<file path="config.mk">
export PLATFORM = sky130hd
export DESIGN_NAME = mcx_ctrl_top
export DESIGN_NICKNAME = d
export VERILOG_FILES = /design/src/rtl/mcx_pkg.sv /design/src/rtl/mcx_sequencer.sv /design/src/rtl/mcx_sysregs.sv /design/src/rtl/mcx_ctrl_top.sv
export SDC_FILE = /design/constraint.sdc
export NUM_CORES = 1
export LEC_CHECK = 0
export BUFFER_PORTS_ARGS = -buffer_cell sky130_fd_sc_hd__clkbuf_2
export CORE_MARGIN = 5
export CORE_UTILIZATION = 45
export DETAILED_ROUTE_END_ITERATION = 8
export PLACE_DENSITY = 0.84
export SLEW_MARGIN = 20
export SYNTH_ARGS = -nofsm -noshare
export SYNTH_HDL_FRONTEND = slang
export SYNTH_SLANG_ARGS = --single-unit
</file>
<file path="constraint.sdc">
create_clock -name clk -period 2.4 [get_ports clk]
set_input_delay 0.24 -clock clk [delete_from_list [all_inputs] [get_ports clk]]
set_output_delay 0.24 -clock clk [all_outputs]
set_load 0.05 [all_outputs]
</file>
<file path="src/rtl/mcx_pkg.sv">
package mcx_pkg;

    localparam logic [5:0] OPC_RTYPE = 6'h00;
    localparam logic [5:0] OPC_JUMP  = 6'h02;
    localparam logic [5:0] OPC_BEQ   = 6'h04;
    localparam logic [5:0] OPC_LOAD  = 6'h23;
    localparam logic [5:0] OPC_STORE = 6'h2B;

    typedef enum logic [3:0] {
        ST_FETCH, ST_DECODE, ST_MADDR, ST_MREAD, ST_MLOAD, ST_MSTORE,
        ST_REXEC, ST_RWB, ST_BEQ, ST_JUMP, ST_XUNDEF, ST_XOVF
    } state_e;

    typedef enum logic [1:0] {
        PCS_ALU = 2'd0, PCS_ALUOUT = 2'd1, PCS_JUMP = 2'd2, PCS_TRAP = 2'd3
    } pcsrc_e;

    typedef struct packed {
        logic       pc_write;
        logic       pc_write_cond;
        logic       i_or_d;
        logic       mem_read;
        logic       mem_write;
        logic       ir_write;
        logic       mem_to_reg;
        logic       reg_dst;
        logic       reg_write;
        logic       alu_src_a;
        logic [1:0] alu_src_b;
        logic [1:0] alu_op;
        pcsrc_e     pc_source;
        logic       epc_write;
        logic       cause_write;
        logic       int_cause;
    } ctrl_t;

    function automatic logic op_known(input logic [5:0] op);
        return (op == OPC_RTYPE) || (op == OPC_JUMP) || (op == OPC_BEQ) ||
               (op == OPC_LOAD)  || (op == OPC_STORE);
    endfunction

    function automatic ctrl_t ctrl_of(input state_e s);
        ctrl_t c;
        c = '0;
        c.pc_source = PCS_ALU;
        case (s)
            ST_FETCH: begin
                c.mem_read = 1'b1; c.ir_write = 1'b1; c.pc_write = 1'b1;
                c.alu_src_b = 2'd1;
            end
            ST_DECODE: c.alu_src_b = 2'd3;
            ST_MADDR: begin c.alu_src_a = 1'b1; c.alu_src_b = 2'd2; end
            ST_MREAD: begin c.mem_read = 1'b1; c.i_or_d = 1'b1; end
            ST_MLOAD: begin c.reg_write = 1'b1; c.mem_to_reg = 1'b1; end
            ST_MSTORE: begin c.mem_write = 1'b1; c.i_or_d = 1'b1; end
            ST_REXEC: begin c.alu_src_a = 1'b1; c.alu_op = 2'd2; end
            ST_RWB: begin c.reg_write = 1'b1; c.reg_dst = 1'b1; end
            ST_BEQ: begin
                c.alu_src_a = 1'b1; c.alu_op = 2'd1;
                c.pc_write_cond = 1'b1; c.pc_source = PCS_ALUOUT;
            end
            ST_JUMP: begin c.pc_write = 1'b1; c.pc_source = PCS_JUMP; end
            ST_XUNDEF, ST_XOVF: begin
                c.pc_write = 1'b1; c.pc_source = PCS_TRAP;
                c.epc_write = 1'b1; c.cause_write = 1'b1;
                c.int_cause = (s == ST_XOVF);
            end
            default: c = '0;
        endcase
        return c;
    endfunction

endpackage

</file>
<file path="src/rtl/mcx_sequencer.sv">
module mcx_sequencer
    import mcx_pkg::*;
(
    input  logic       clk,
    input  logic       rst,
    input  logic [5:0] opcode,
    input  logic       alu_overflow,
    output ctrl_t      ctrl
);
    state_e state_q, state_d;

    always_comb begin
        state_d = state_q;
        case (state_q)
            ST_FETCH:  state_d = ST_DECODE;
            ST_DECODE: begin
                case (opcode)
                    OPC_LOAD, OPC_STORE: state_d = ST_MADDR;
                    OPC_RTYPE:           state_d = ST_REXEC;
                    OPC_BEQ:             state_d = ST_BEQ;
                    OPC_JUMP:            state_d = ST_JUMP;
                    default:             state_d = ST_XUNDEF;
                endcase
            end
            ST_MADDR:  state_d = (opcode == OPC_LOAD) ? ST_MREAD : ST_MSTORE;
            ST_MREAD:  state_d = ST_MLOAD;
            ST_REXEC:  state_d = alu_overflow ? ST_XOVF : ST_RWB;
            default:   state_d = ST_FETCH;
        endcase
    end

    always_ff @(posedge clk) begin
        if (rst) state_q <= ST_FETCH;
        else     state_q <= state_d;
    end

    assign ctrl = ctrl_of(state_q);


    undef_trap_chk: assert property (@(posedge clk) disable iff (rst)
        (state_q == ST_DECODE && !op_known(opcode)) |=>
        (ctrl.epc_write && ctrl.cause_write && ctrl.pc_source == PCS_TRAP && !ctrl.int_cause));


    ovf_trap_chk: assert property (@(posedge clk) disable iff (rst)
        (state_q == ST_REXEC && alu_overflow) |=>
        (ctrl.cause_write && ctrl.int_cause && !ctrl.reg_write));


    no_wr_clash_chk: assert property (@(posedge clk) disable iff (rst)
        !(ctrl.mem_write && ctrl.reg_write));

endmodule

</file>
<file path="src/rtl/mcx_sysregs.sv">
module mcx_sysregs
    import mcx_pkg::*;
#(
    parameter int               XLEN         = 32,
    parameter logic [XLEN-1:0]  HANDLER_ADDR = 32'hC000_0000,
    parameter int               PC_STEP      = 4
) (
    input  logic            clk,
    input  logic            rst,
    input  ctrl_t           ctrl,
    input  logic            alu_zero,
    input  logic [XLEN-1:0] alu_result,
    input  logic [XLEN-1:0] alu_out_q,
    input  logic [XLEN-1:0] jump_target,
    output logic [XLEN-1:0] pc_q,
    output logic [XLEN-1:0] epc_q,
    output logic [XLEN-1:0] cause_q
);
    localparam logic [XLEN-1:0] STEP = XLEN'(PC_STEP);

    logic [XLEN-1:0] pc_next;
    logic            pc_en;

    always_comb begin
        case (ctrl.pc_source)
            PCS_ALU:    pc_next = alu_result;
            PCS_ALUOUT: pc_next = alu_out_q;
            PCS_JUMP:   pc_next = jump_target;
            default:    pc_next = HANDLER_ADDR;
        endcase
    end

    assign pc_en = ctrl.pc_write || (ctrl.pc_write_cond && alu_zero);

    always_ff @(posedge clk) begin
        if (rst) begin
            pc_q    <= '0;
            epc_q   <= '0;
            cause_q <= '0;
        end else begin
            if (pc_en)            pc_q    <= pc_next;
            if (ctrl.epc_write)   epc_q   <= pc_q - STEP;
            if (ctrl.cause_write) cause_q <= {{(XLEN-1){1'b0}}, ctrl.int_cause};
        end
    end


    epc_hold_chk: assert property (@(posedge clk) disable iff (rst)
        !ctrl.epc_write |=> $stable(epc_q));


    cause_hold_chk: assert property (@(posedge clk) disable iff (rst)
        !ctrl.cause_write |=> $stable(cause_q));


    epc_rewind_chk: assert property (@(posedge clk) disable iff (rst)
        ctrl.epc_write |=> (epc_q == $past(pc_q) - STEP));


    handler_entry_chk: assert property (@(posedge clk) disable iff (rst)
        (ctrl.pc_write && ctrl.pc_source == PCS_TRAP) |=> (pc_q == HANDLER_ADDR));

endmodule

</file>
<file path="src/rtl/mcx_ctrl_top.sv">
module mcx_ctrl_top
    import mcx_pkg::*;
#(
    parameter int              XLEN         = 32,
    parameter logic [XLEN-1:0] HANDLER_ADDR = 32'hC000_0000,
    parameter int              PC_STEP      = 4
) (
    input  logic            clk,
    input  logic            rst,
    input  logic [5:0]      opcode,
    input  logic            alu_overflow,
    input  logic            alu_zero,
    input  logic [XLEN-1:0] alu_result,
    input  logic [XLEN-1:0] alu_out_q,
    input  logic [XLEN-1:0] jump_target,
    output logic            pc_write,
    output logic            pc_write_cond,
    output logic            i_or_d,
    output logic            mem_read,
    output logic            mem_write,
    output logic            ir_write,
    output logic            mem_to_reg,
    output logic            reg_dst,
    output logic            reg_write,
    output logic            alu_src_a,
    output logic [1:0]      alu_src_b,
    output logic [1:0]      alu_op,
    output logic [1:0]      pc_source,
    output logic            epc_write,
    output logic            cause_write,
    output logic            int_cause,
    output logic [XLEN-1:0] pc_q,
    output logic [XLEN-1:0] epc_q,
    output logic [XLEN-1:0] cause_q
);
    ctrl_t ctrl;

    mcx_sequencer u_seq (
        .clk          (clk),
        .rst          (rst),
        .opcode       (opcode),
        .alu_overflow (alu_overflow),
        .ctrl         (ctrl)
    );

    mcx_sysregs #(
        .XLEN         (XLEN),
        .HANDLER_ADDR (HANDLER_ADDR),
        .PC_STEP      (PC_STEP)
    ) u_regs (
        .clk         (clk),
        .rst         (rst),
        .ctrl        (ctrl),
        .alu_zero    (alu_zero),
        .alu_result  (alu_result),
        .alu_out_q   (alu_out_q),
        .jump_target (jump_target),
        .pc_q        (pc_q),
        .epc_q       (epc_q),
        .cause_q     (cause_q)
    );

    assign pc_write      = ctrl.pc_write;
    assign pc_write_cond = ctrl.pc_write_cond;
    assign i_or_d        = ctrl.i_or_d;
    assign mem_read      = ctrl.mem_read;
    assign mem_write     = ctrl.mem_write;
    assign ir_write      = ctrl.ir_write;
    assign mem_to_reg    = ctrl.mem_to_reg;
    assign reg_dst       = ctrl.reg_dst;
    assign reg_write     = ctrl.reg_write;
    assign alu_src_a     = ctrl.alu_src_a;
    assign alu_src_b     = ctrl.alu_src_b;
    assign alu_op        = ctrl.alu_op;
    assign pc_source     = ctrl.pc_source;
    assign epc_write     = ctrl.epc_write;
    assign cause_write   = ctrl.cause_write;
    assign int_cause     = ctrl.int_cause;


    fetch_shape_chk: assert property (@(posedge clk) disable iff (rst)
        ir_write |-> (mem_read && pc_write && !i_or_d && pc_source == 2'd0));

endmodule

</file>
Word-level counts from Yosys, hierarchy flattened:

Cells that the tools add are included.

* add/subtract/negate cells: 1
* eq/ne operators: 17
* reduce and logical (&&, ||, !) cells: 12
* muxes and demuxes: 19

Operators by type and width (count)
* case mux 32 bit (3 select lines): 1
* subtractor 32 x 3 -> 32 bit (second input constant): 1
* case mux 4 bit (5 select lines): 1
* equality test 4 x 3 -> 1 bit (second input constant): 4
* equality test 4 bit (second input constant): 4
* case mux 4 bit (4 select lines): 1
* equality test 6 bit (second input constant): 2
* case mux 2 bit (3 select lines): 2
* two-way mux 1 bit: 10
* OR reduction 2 bit: 5
* equality test 4 x 2 -> 1 bit (second input constant): 2
* equality test 6 x 2 -> 1 bit (second input constant): 1
* equality test 6 x 3 -> 1 bit (second input constant): 1
* zero test 6 bit: 1
* two-way mux 3 bit: 2
* equality test 4 x 1 -> 1 bit (second input constant): 1
* zero test 4 bit: 1
* two-way mux 4 bit: 1
* case mux 2 bit (2 select lines): 1
* OR reduction 4 bit: 1
* OR reduction 3 bit: 1
* equality test 2 x 1 -> 1 bit (second input constant): 1
* equality test 2 bit (second input constant): 1
* zero test 2 bit: 1
* other kinds (2): 2

* output and inout bits: 115
* input port bits: 106
* flip-flop bits (word level): 69
* word-level logic and storage cells: 53

Depth between registers and ports, before layout:

Gate-level depths: netlist of run 1.

* depth in word-level cells: 5
* gate-level depth with buffers: 7
* mapped depth without buffers: 6

By module:

A second synthesis of run 1 with hierarchy kept.

* cells, all modules: 529
* area, all modules: 4216.5 µm²

Modules (own cells, without submodules)
* mcx_sysregs: instances 1, cells each 467, sequential area each 1301.2 µm², area an instance 3791.1 µm²
* mcx_sequencer: instances 1, cells each 62, sequential area each 80.1 µm², area an instance 425.4 µm²

Worst setup path before layout of run 1:

No wires, ideal clock.

* path kind: reg2out
* from: register u_seq.state_q[0]
* to: output pc_write
* stages on the path, launching flop included: 5
* slack: -0.632 ns
* data required time: 2.160 ns
* path buffers: 2
* data arrival time: 2.792 ns
* cells stage by stage: dfxtp_1 clkbuf_1 clkbuf_1 nor4_1 or2_2

* word-level cells in the longest chain between the ends: 3

Ends and longest elaborated chain
* start, declared: RTL line mcx_sequencer.sv:10 `state_e state_q, state_d;`
* start signal, assigned: RTL line mcx_sequencer.sv:34 `else state_q <= state_d;`
* equality test 4 bit / zero test 4 bit (equally long branches): RTL line mcx_pkg.sv:46 `case (s)`
* OR reduction 4 bit (no source line) (*)
* two-way mux 1 bit (*): RTL line mcx_pkg.sv:46
* end, declared: RTL line mcx_ctrl_top.sv:16 `output logic pc_write,`

Mark *: on every way between the ends. The rest lies on a longest branch, timed or not.

Final worst setup path of run 1:

* from: register u_regs.pc_q[24]
* to: register u_regs.epc_q[30]

* word-level cells in the longest chain between the ends: 1

Ends and longest elaborated chain
* start, declared: RTL line mcx_sysregs.sv:15 `output logic [XLEN-1:0] pc_q,`
* start signal, assigned: RTL line mcx_sysregs.sv:41 `if (pc_en) pc_q <= pc_next;`
* subtractor 32 x 3 -> 32 bit: RTL line mcx_sysregs.sv:42 `if (ctrl.epc_write) epc_q <= pc_q - STEP;`
* end signal, assigned: RTL line mcx_sysregs.sv:42
* end, declared: RTL line mcx_sysregs.sv:16 `output logic [XLEN-1:0] epc_q,`

No other way between the ends.
A chain may end at the register's enable or synchronous reset.

==> results of run 1 <==
[sequential cells by signal, indices dropped and copies added, names as in the netlist]
| name | flops |
|---|---|
| u_regs.epc_q | 32 |
| u_regs.pc_q | 32 |
| u_seq.state_q | 4 |
| u_regs.cause_q | 1 |
[final timing paths]
kind                                    endpoint  slack [ns]  cells after the start
worst max-delay path            u_regs.epc_q[30]        0.16                      4
worst max register to register  u_regs.epc_q[30]        0.16                      4
worst min register to register   u_regs.epc_q[1]        0.46                      2
worst min-delay path            u_seq.state_q[3]        0.15                      3
[layout make-up]
cell class	count	area (um2)	share of cell area, %
Clock buffer	10	128	2.45
Tap cell	108	135	2.59
Multi-Input combinational cell	359	2380	45.6
Timing Repair Buffer	209	1110	21.3
Sequential cell	69	1380	26.5
Inverter	7	26.3	0.504
Clock inverter	5	52.6	1.01
[where the power goes]
part	total [mW]	switching (mW)	internal, mW
Clock	0.891	0.422	0.469
Sequential	1.51	0.225	1.28
Combinational	1.97	1.34	0.622
[per-stage QoR]
stage	hold slack, ns	setup TNS [ns]
final	0.154	0
after global routing	0.169	0
after CTS	0.146	0
after detailed placement	0.454	0
after global placement	0.441	0
after floorplan	0.376	-0.00319
[synthesized netlist by cell type, types with 6 or more instances]
| cell type | count | area, um2 |
|---|---|---|
| nand2b_1 | 8 | 50.1 |
| xor2_1 | 10 | 87.6 |
| or4_1 | 9 | 67.6 |
| buf_4 | 33 | 248 |
| o31ai_1 | 8 | 60.1 |
| nor2_1 | 74 | 278 |
| nor3_1 | 10 | 50.1 |
| a211oi_1 | 46 | 345 |
| o21ai_0 | 7 | 35.0 |
| a22oi_1 | 30 | 225 |
| dfxtp_1 | 69 | 1380 |
| inv_1 | 6 | 22.5 |
| clkbuf_1 | 37 | 139 |
| or2_2 | 6 | 37.5 |
| a21oi_1 | 10 | 50.1 |
| a311oi_1 | 13 | 114 |
| mux2_2 | 32 | 360 |
| nand2_1 | 14 | 52.6 |
[per-layer routing]
metal	track usage (%)	vias up	wire length (um)	share of wire, %
met5	0	-	0	0
met4	10.6	0	420	3.2
met3	4.32	35	919	7.0
met2	37.1	202	6400	49
met1	27.9	1948	5370	41
li1	-	2073	-	-
[timing repair]
action                                  in CTS  in global routing
endpoints found under the hold margin        0                  0
endpoints found under the setup margin       0                  1
resized for setup                            0                  2
[placed cells by master (no fill, tap or decap), drive strengths merged, types with 2 or more instances in the layout]
cell | Yosys | layout
a211oi | 46 | 46
a21oi | 10 | 10
a22oi | 30 | 30
a311oi | 13 | 13
buf | 35 | 20
clkbuf | 37 | 199
clkinv | 1 | 4
conb | 1 | 31
dfxtp | 69 | 69
inv | 6 | 6
mux2 | 32 | 32
nand2 | 14 | 14
nand2b | 8 | 8
nand3 | 3 | 3
nand4 | 5 | 5
nand4b | 3 | 3
nor2 | 74 | 74
nor2b | 3 | 3
nor3 | 10 | 10
nor3b | 2 | 2
nor4 | 7 | 7
o21ai | 7 | 7
o221ai | 2 | 2
o31a | 2 | 2
o31ai | 8 | 8
or2 | 7 | 7
or3 | 7 | 7
or4 | 12 | 12
xnor2 | 5 | 5
xor2 | 10 | 10
[tightest hold or removal path, stage by stage]
cell and delay, ns:
clkbuf_2 0.09, nand2_1 0.05, a21oi_1 0.06
[kinds of logic after synthesis]
logic type / Yosys count
compound gates: 122
xor+xnor: 15
fa+ha+maj: 1
buf+inv: 79
flops: 69
mux: 32
other cells: 1
simple gates: 158
==> results_dict.tcl, run 1 <==
set metrics [dict create \
    ys_seq_area_share_pct 34.2 \
    final_util_pct 59.8 \
    start_util_pct 46.4 \
    tightest_slew_ns 0.674 \
    r2r-start "u_regs.pc_q[24]" \
    synth_cells 477 \
    pre_cts_ws_ns 0.162 \
    core_area_mm2 0.00872 \
    final_hold_viol_count 0 \
    setup_ws_ns 0.156 \
    grt_max_degree 65 \
    cts_tree "yes" \
    arrival_ns 2.48 \
    dieWidth_um 105 \
    max-vdd-ir-drop_mv 0.490 \
    crit_buf_inv 0 \
    io_pins 221 \
    rows 34 \
    antenna_found_initial 0 \
    design_area_mm2 0.00521 \
    post_cts_buffers 0 \
    outcome "finished clean" \
    avgSynthCellArea_um2 8.48 \
    fill_cells 793 \
    h-tree-depth 3 \
    crit_path_end_kind "flip-flop" \
    drc 0 \
    hpwl_um 10200 \
    cts-hold-fix-buffers 0 \
    power_mw 4.36 \
    synth_cell_types 45 \
    nets 762 \
    cts-root-buf "clkbuf_8" \
    timing.fmax_ghz 0.446 \
    power.leakage_nw 2.29 \
    synth-warning-count 0 \
    portBuffers 189 \
    relSlewSlack_pct 55.0 \
    wire_per_inst_um 17.1 \
    cts_sinks 69 \
    async_reset_ff_share_pct 0 \
    skew_ns 0.00626 \
    worstSetupPathType "flip-flop to flip-flop" \
    grt_pass1_wl_um 20500 \
    viasPerCell 5.55 \
    clock_path_buffers 2 \
    layout-drive-gt1-share_pct 42.5 \
    yosys.area_share.simple_pct 20.2 \
    ant_nets 0 \
    die-area_mm2 0.0110 \
    diodes 0 \
    synth_mux_area_share_pct 8.91 \
    dp.cells 752 \
    clk_pin_slew_ns 0.07 \
    via_count 4258 \
    ys.flop_type "dfxtp_1" \
    synth_fa_ha_area_share_pct 0.310 \
    rsz0062_at_grt "no" \
    firstDrtPassIters 5 \
    cp_slowest_cell "or4_4" \
    finalMaxSlewViolations 0 \
    cpMostUsedCell "or4_4" \
    hp-class "input port to flip-flop" \
    syn2layout_area_growth_pct 29.0 \
    grt_usage_pct 22.4 \
    fin_crit_ns 2.24 \
    synth-xor-area-share_pct 3.25 \
    syn_area_mm2 0.00404 \
    detail_route.wirelength_um 13100 \
    place_area_mm2 0.00502 \
    dieHeight_um 105 \
    worstHoldStart "alu_overflow" \
    start_kind "flip-flop" \
    cap_violations 0 \
    fin_cells 767 \
    grt_pass1_vias 4250 \
    setup_viol_count_final 0 \
    drt_iter0_drc 208 \
    path_max_fanout 7 \
    power.density_mw_per_mm2 837 \
    gr-total-overflow 0 \
    crit_path_start "u_regs.pc_q[24]" \
    crit_chain "or4_4 > or4_4 > or4_1 > a311oi_1" \
    ys_ff_latch 69 \
    max_stage_delay_ns 0.56 \
    synth_edf_count 0 \
    cts_made_buffers 9 \
    post-route-period-util_pct 93.5 \
    critPathTopFamily "simple AND/OR/NAND/NOR gates" \
    worstPathRequired_ns 2.64 \
    gp_congestion 0.890 \
    synth_compound_area_share_pct 22.3 \
    synth_top_family_by_area "compound AO/OA/AOI/OAI gates" \
    insertion_delay_ns 0.33 \
]
Note: power is estimated with default switching activity, not from simulation.
==> inputs of run 2 (changes only) <==
--- a/config.mk
+++ b/config.mk
@@ -6,10 +6,12 @@
 export NUM_CORES = 1
 export LEC_CHECK = 0
 export BUFFER_PORTS_ARGS = -buffer_cell sky130_fd_sc_hd__clkbuf_2
+export CAP_MARGIN = 10
 export CORE_MARGIN = 5
 export CORE_UTILIZATION = 45
 export DETAILED_ROUTE_END_ITERATION = 8
 export PLACE_DENSITY = 0.84
+export REMOVE_ABC_BUFFERS = 1
 export SLEW_MARGIN = 20
 export SYNTH_ARGS = -nofsm -noshare
 export SYNTH_HDL_FRONTEND = slang
==> run 2 against run 1 <==
  * Die area unchanged
  * Sequential cell count unchanged
  * Critical path type unchanged
  * Largest power group unchanged
  * Highest routed layer unchanged
  * Total power up 1.9%
  * Core utilization up 0.24 points
  * Routed wire length down 7.7%
==> results_dict.tcl, run 2 (synthesis results as in run 1) <==
set metrics [dict create \
    hold_path_depth 3 \
    skew_ns 0.00851 \
    gp_congestion 0.836 \
    setup_viol_count_final 0 \
    drc 0 \
    p_sw_mw 1.95 \
    seq_power_share_pct 33.2 \
    ant_nets 0 \
    grt_usage_pct 21.1 \
    setup_ws_ns 0.136 \
    dp.cells 749 \
    combPwrFrac_pct 43.7 \
    drt_iter0_drc 87 \
    place_area_mm2 0.00501 \
    timing.fmax_ghz 0.442 \
    h-tree-depth 3 \
    r2r_slack_ns 0.14 \
    power.leakage_nw 2.30 \
    outcome "finished clean" \
    final_hold_viol_count 0 \
    hpwl_um 9560 \
    rsz0062_at_grt "no" \
    die-area_mm2 0.0110 \
    cp_slowest_cell "or4_4" \
    critPathTopFamily "simple AND/OR/NAND/NOR gates" \
    cap_violations 0 \
    hp-class "input port to flip-flop" \
    worstHoldStart "alu_overflow" \
    hold_end "u_seq.state_q[3]" \
    dieWidth_um 105 \
    design_area_mm2 0.00524 \
    start_kind "flip-flop" \
    start_util_pct 46.4 \
    finalMaxSlewViolations 0 \
    r2r-start "u_regs.pc_q[20]" \
    grt_max_degree 65 \
    diodes 0 \
    grt_pass1_wl_um 19600 \
    post-route-period-util_pct 94.3 \
    cts-hold-fix-buffers 0 \
    final_cell_mix "clkbuf_2, nor2_1, dfxtp_1, a211oi_1, mux2_2" \
    reg2reg_to "u_regs.epc_q[29]" \
    cts_sinks 69 \
    portBuffers 189 \
    max_stage_delay_ns 0.57 \
    path_max_fanout 16 \
    firstDrtPassIters 4 \
    crit_chain "or4_4 > or2_1 > or4_1 > a311oi_1" \
    power.density_mw_per_mm2 849 \
    clockPowerShare_pct 23.1 \
    pre_cts_ws_ns 0.157 \
    viasPerCell 5.46 \
    cts_tree "yes" \
    final_common_cell "clkbuf_2" \
    clock_path_buffers 2 \
    rows 34 \
    core_area_mm2 0.00872 \
    grt_pass1_vias 4192 \
    detail_route.wirelength_um 12100 \
    syn2layout_area_growth_pct 29.5 \
    final_util_pct 60.0 \
    clk_pin_slew_ns 0.07 \
    tightest_slew_ns 0.652 \
    insertion_delay_ns 0.33 \
    antenna_found_initial 0 \
    r2r_cells 4 \
    fin_tns_setup_ns 0 \
    io_pins 221 \
    cts_made_buffers 9 \
    crit_buf_inv 0 \
    nets 759 \
    fin_crit_ns 2.26 \
    arrival_ns 2.50 \
    internal-power_mw 2.50 \
    layout-drive-gt1-share_pct 41.9 \
    wire_per_inst_um 15.8 \
    relSlewSlack_pct 56.5 \
    gr-total-overflow 0 \
    reg_top3 "u_regs.epc_q (32), u_regs.pc_q (32), u_seq.state_q (4)" \
    worstSetupPathType "flip-flop to flip-flop" \
    cts-root-buf "clkbuf_8" \
    via_count 4169 \
    dieHeight_um 105 \
    fin_cells 764 \
    worstPathRequired_ns 2.63 \
    swShare_pct 43.9 \
    crit_path_end_kind "flip-flop" \
    max-vdd-ir-drop_mv 0.527 \
]
-- run 2: cell type report --
class                   count  area, um2
fillers                   790       3490
flip-flops and latches     69       1380
inverters                   7       26.3
clock inverters             5       75.1
repair buffers            206       1130
well taps                 108        135
multi-input cells         359       2350
clock buffers              10        138
-- run 2: how the worst max path moves through the flow --
stage | start | end | slack (ns) | cells past startpoint
floorplan | u_seq.state_q[3] | alu_op[0] | -1.01 | 2
global route | u_seq.state_q[3] | int_cause | 0.02 | 6
global placement | u_regs.pc_q[23] | u_regs.epc_q[30] | 0.25 | 4
CTS | u_seq.state_q[3] | int_cause | 0.06 | 6
detailed placement | u_regs.pc_q[20] | u_regs.epc_q[29] | 0.16 | 4
finish | u_regs.pc_q[20] | u_regs.epc_q[29] | 0.14 | 4
-- run 2: routing by layer --
metal  part of all wire (%)  global-route usage, %  vias up
met5                      0                      0        -
met4                    1.6                   7.31        0
met3                    7.9                   5.98       21
met2                     50                   36.6      182
met1                     40                   24.9     1904
li1                       -                      -     2062
-- run 2: repair_timing --
item	CTS	global route
resized for setup	0	1
setup endpoints to repair	0	3
setup buffers	0	0
-- run 2: worst register-to-register path, delay by kind of cell (launching register included) --
kind               cells  cell delay, ns
DFF                    1            0.36
AOI/OAI and AO/OA      1            0.28
and+or+nand+nor        3            1.55
-- run 2: stage by stage --
stage,hold WS [ns],total power [mW]
floorplan,0.309,2.88
global placement,0.451,3.37
detailed placement,0.461,3.44
CTS,0.136,4.46
global route,0.132,4.70
finish,0.152,4.45
-- run 2: power by group through the flow --
stage / Sequential, mW / Combinational, mW / Clock [mW]
5_1_grt: 1.50 / 2.09 / 1.11
6_report: 1.47 / 1.94 / 1.03
2_1_floorplan: 1.92 / 0.962 / 0
4_1_cts: 1.47 / 1.94 / 1.05
3_3_place_gp: 1.48 / 1.89 / 0
3_5_place_dp: 1.50 / 1.94 / 0
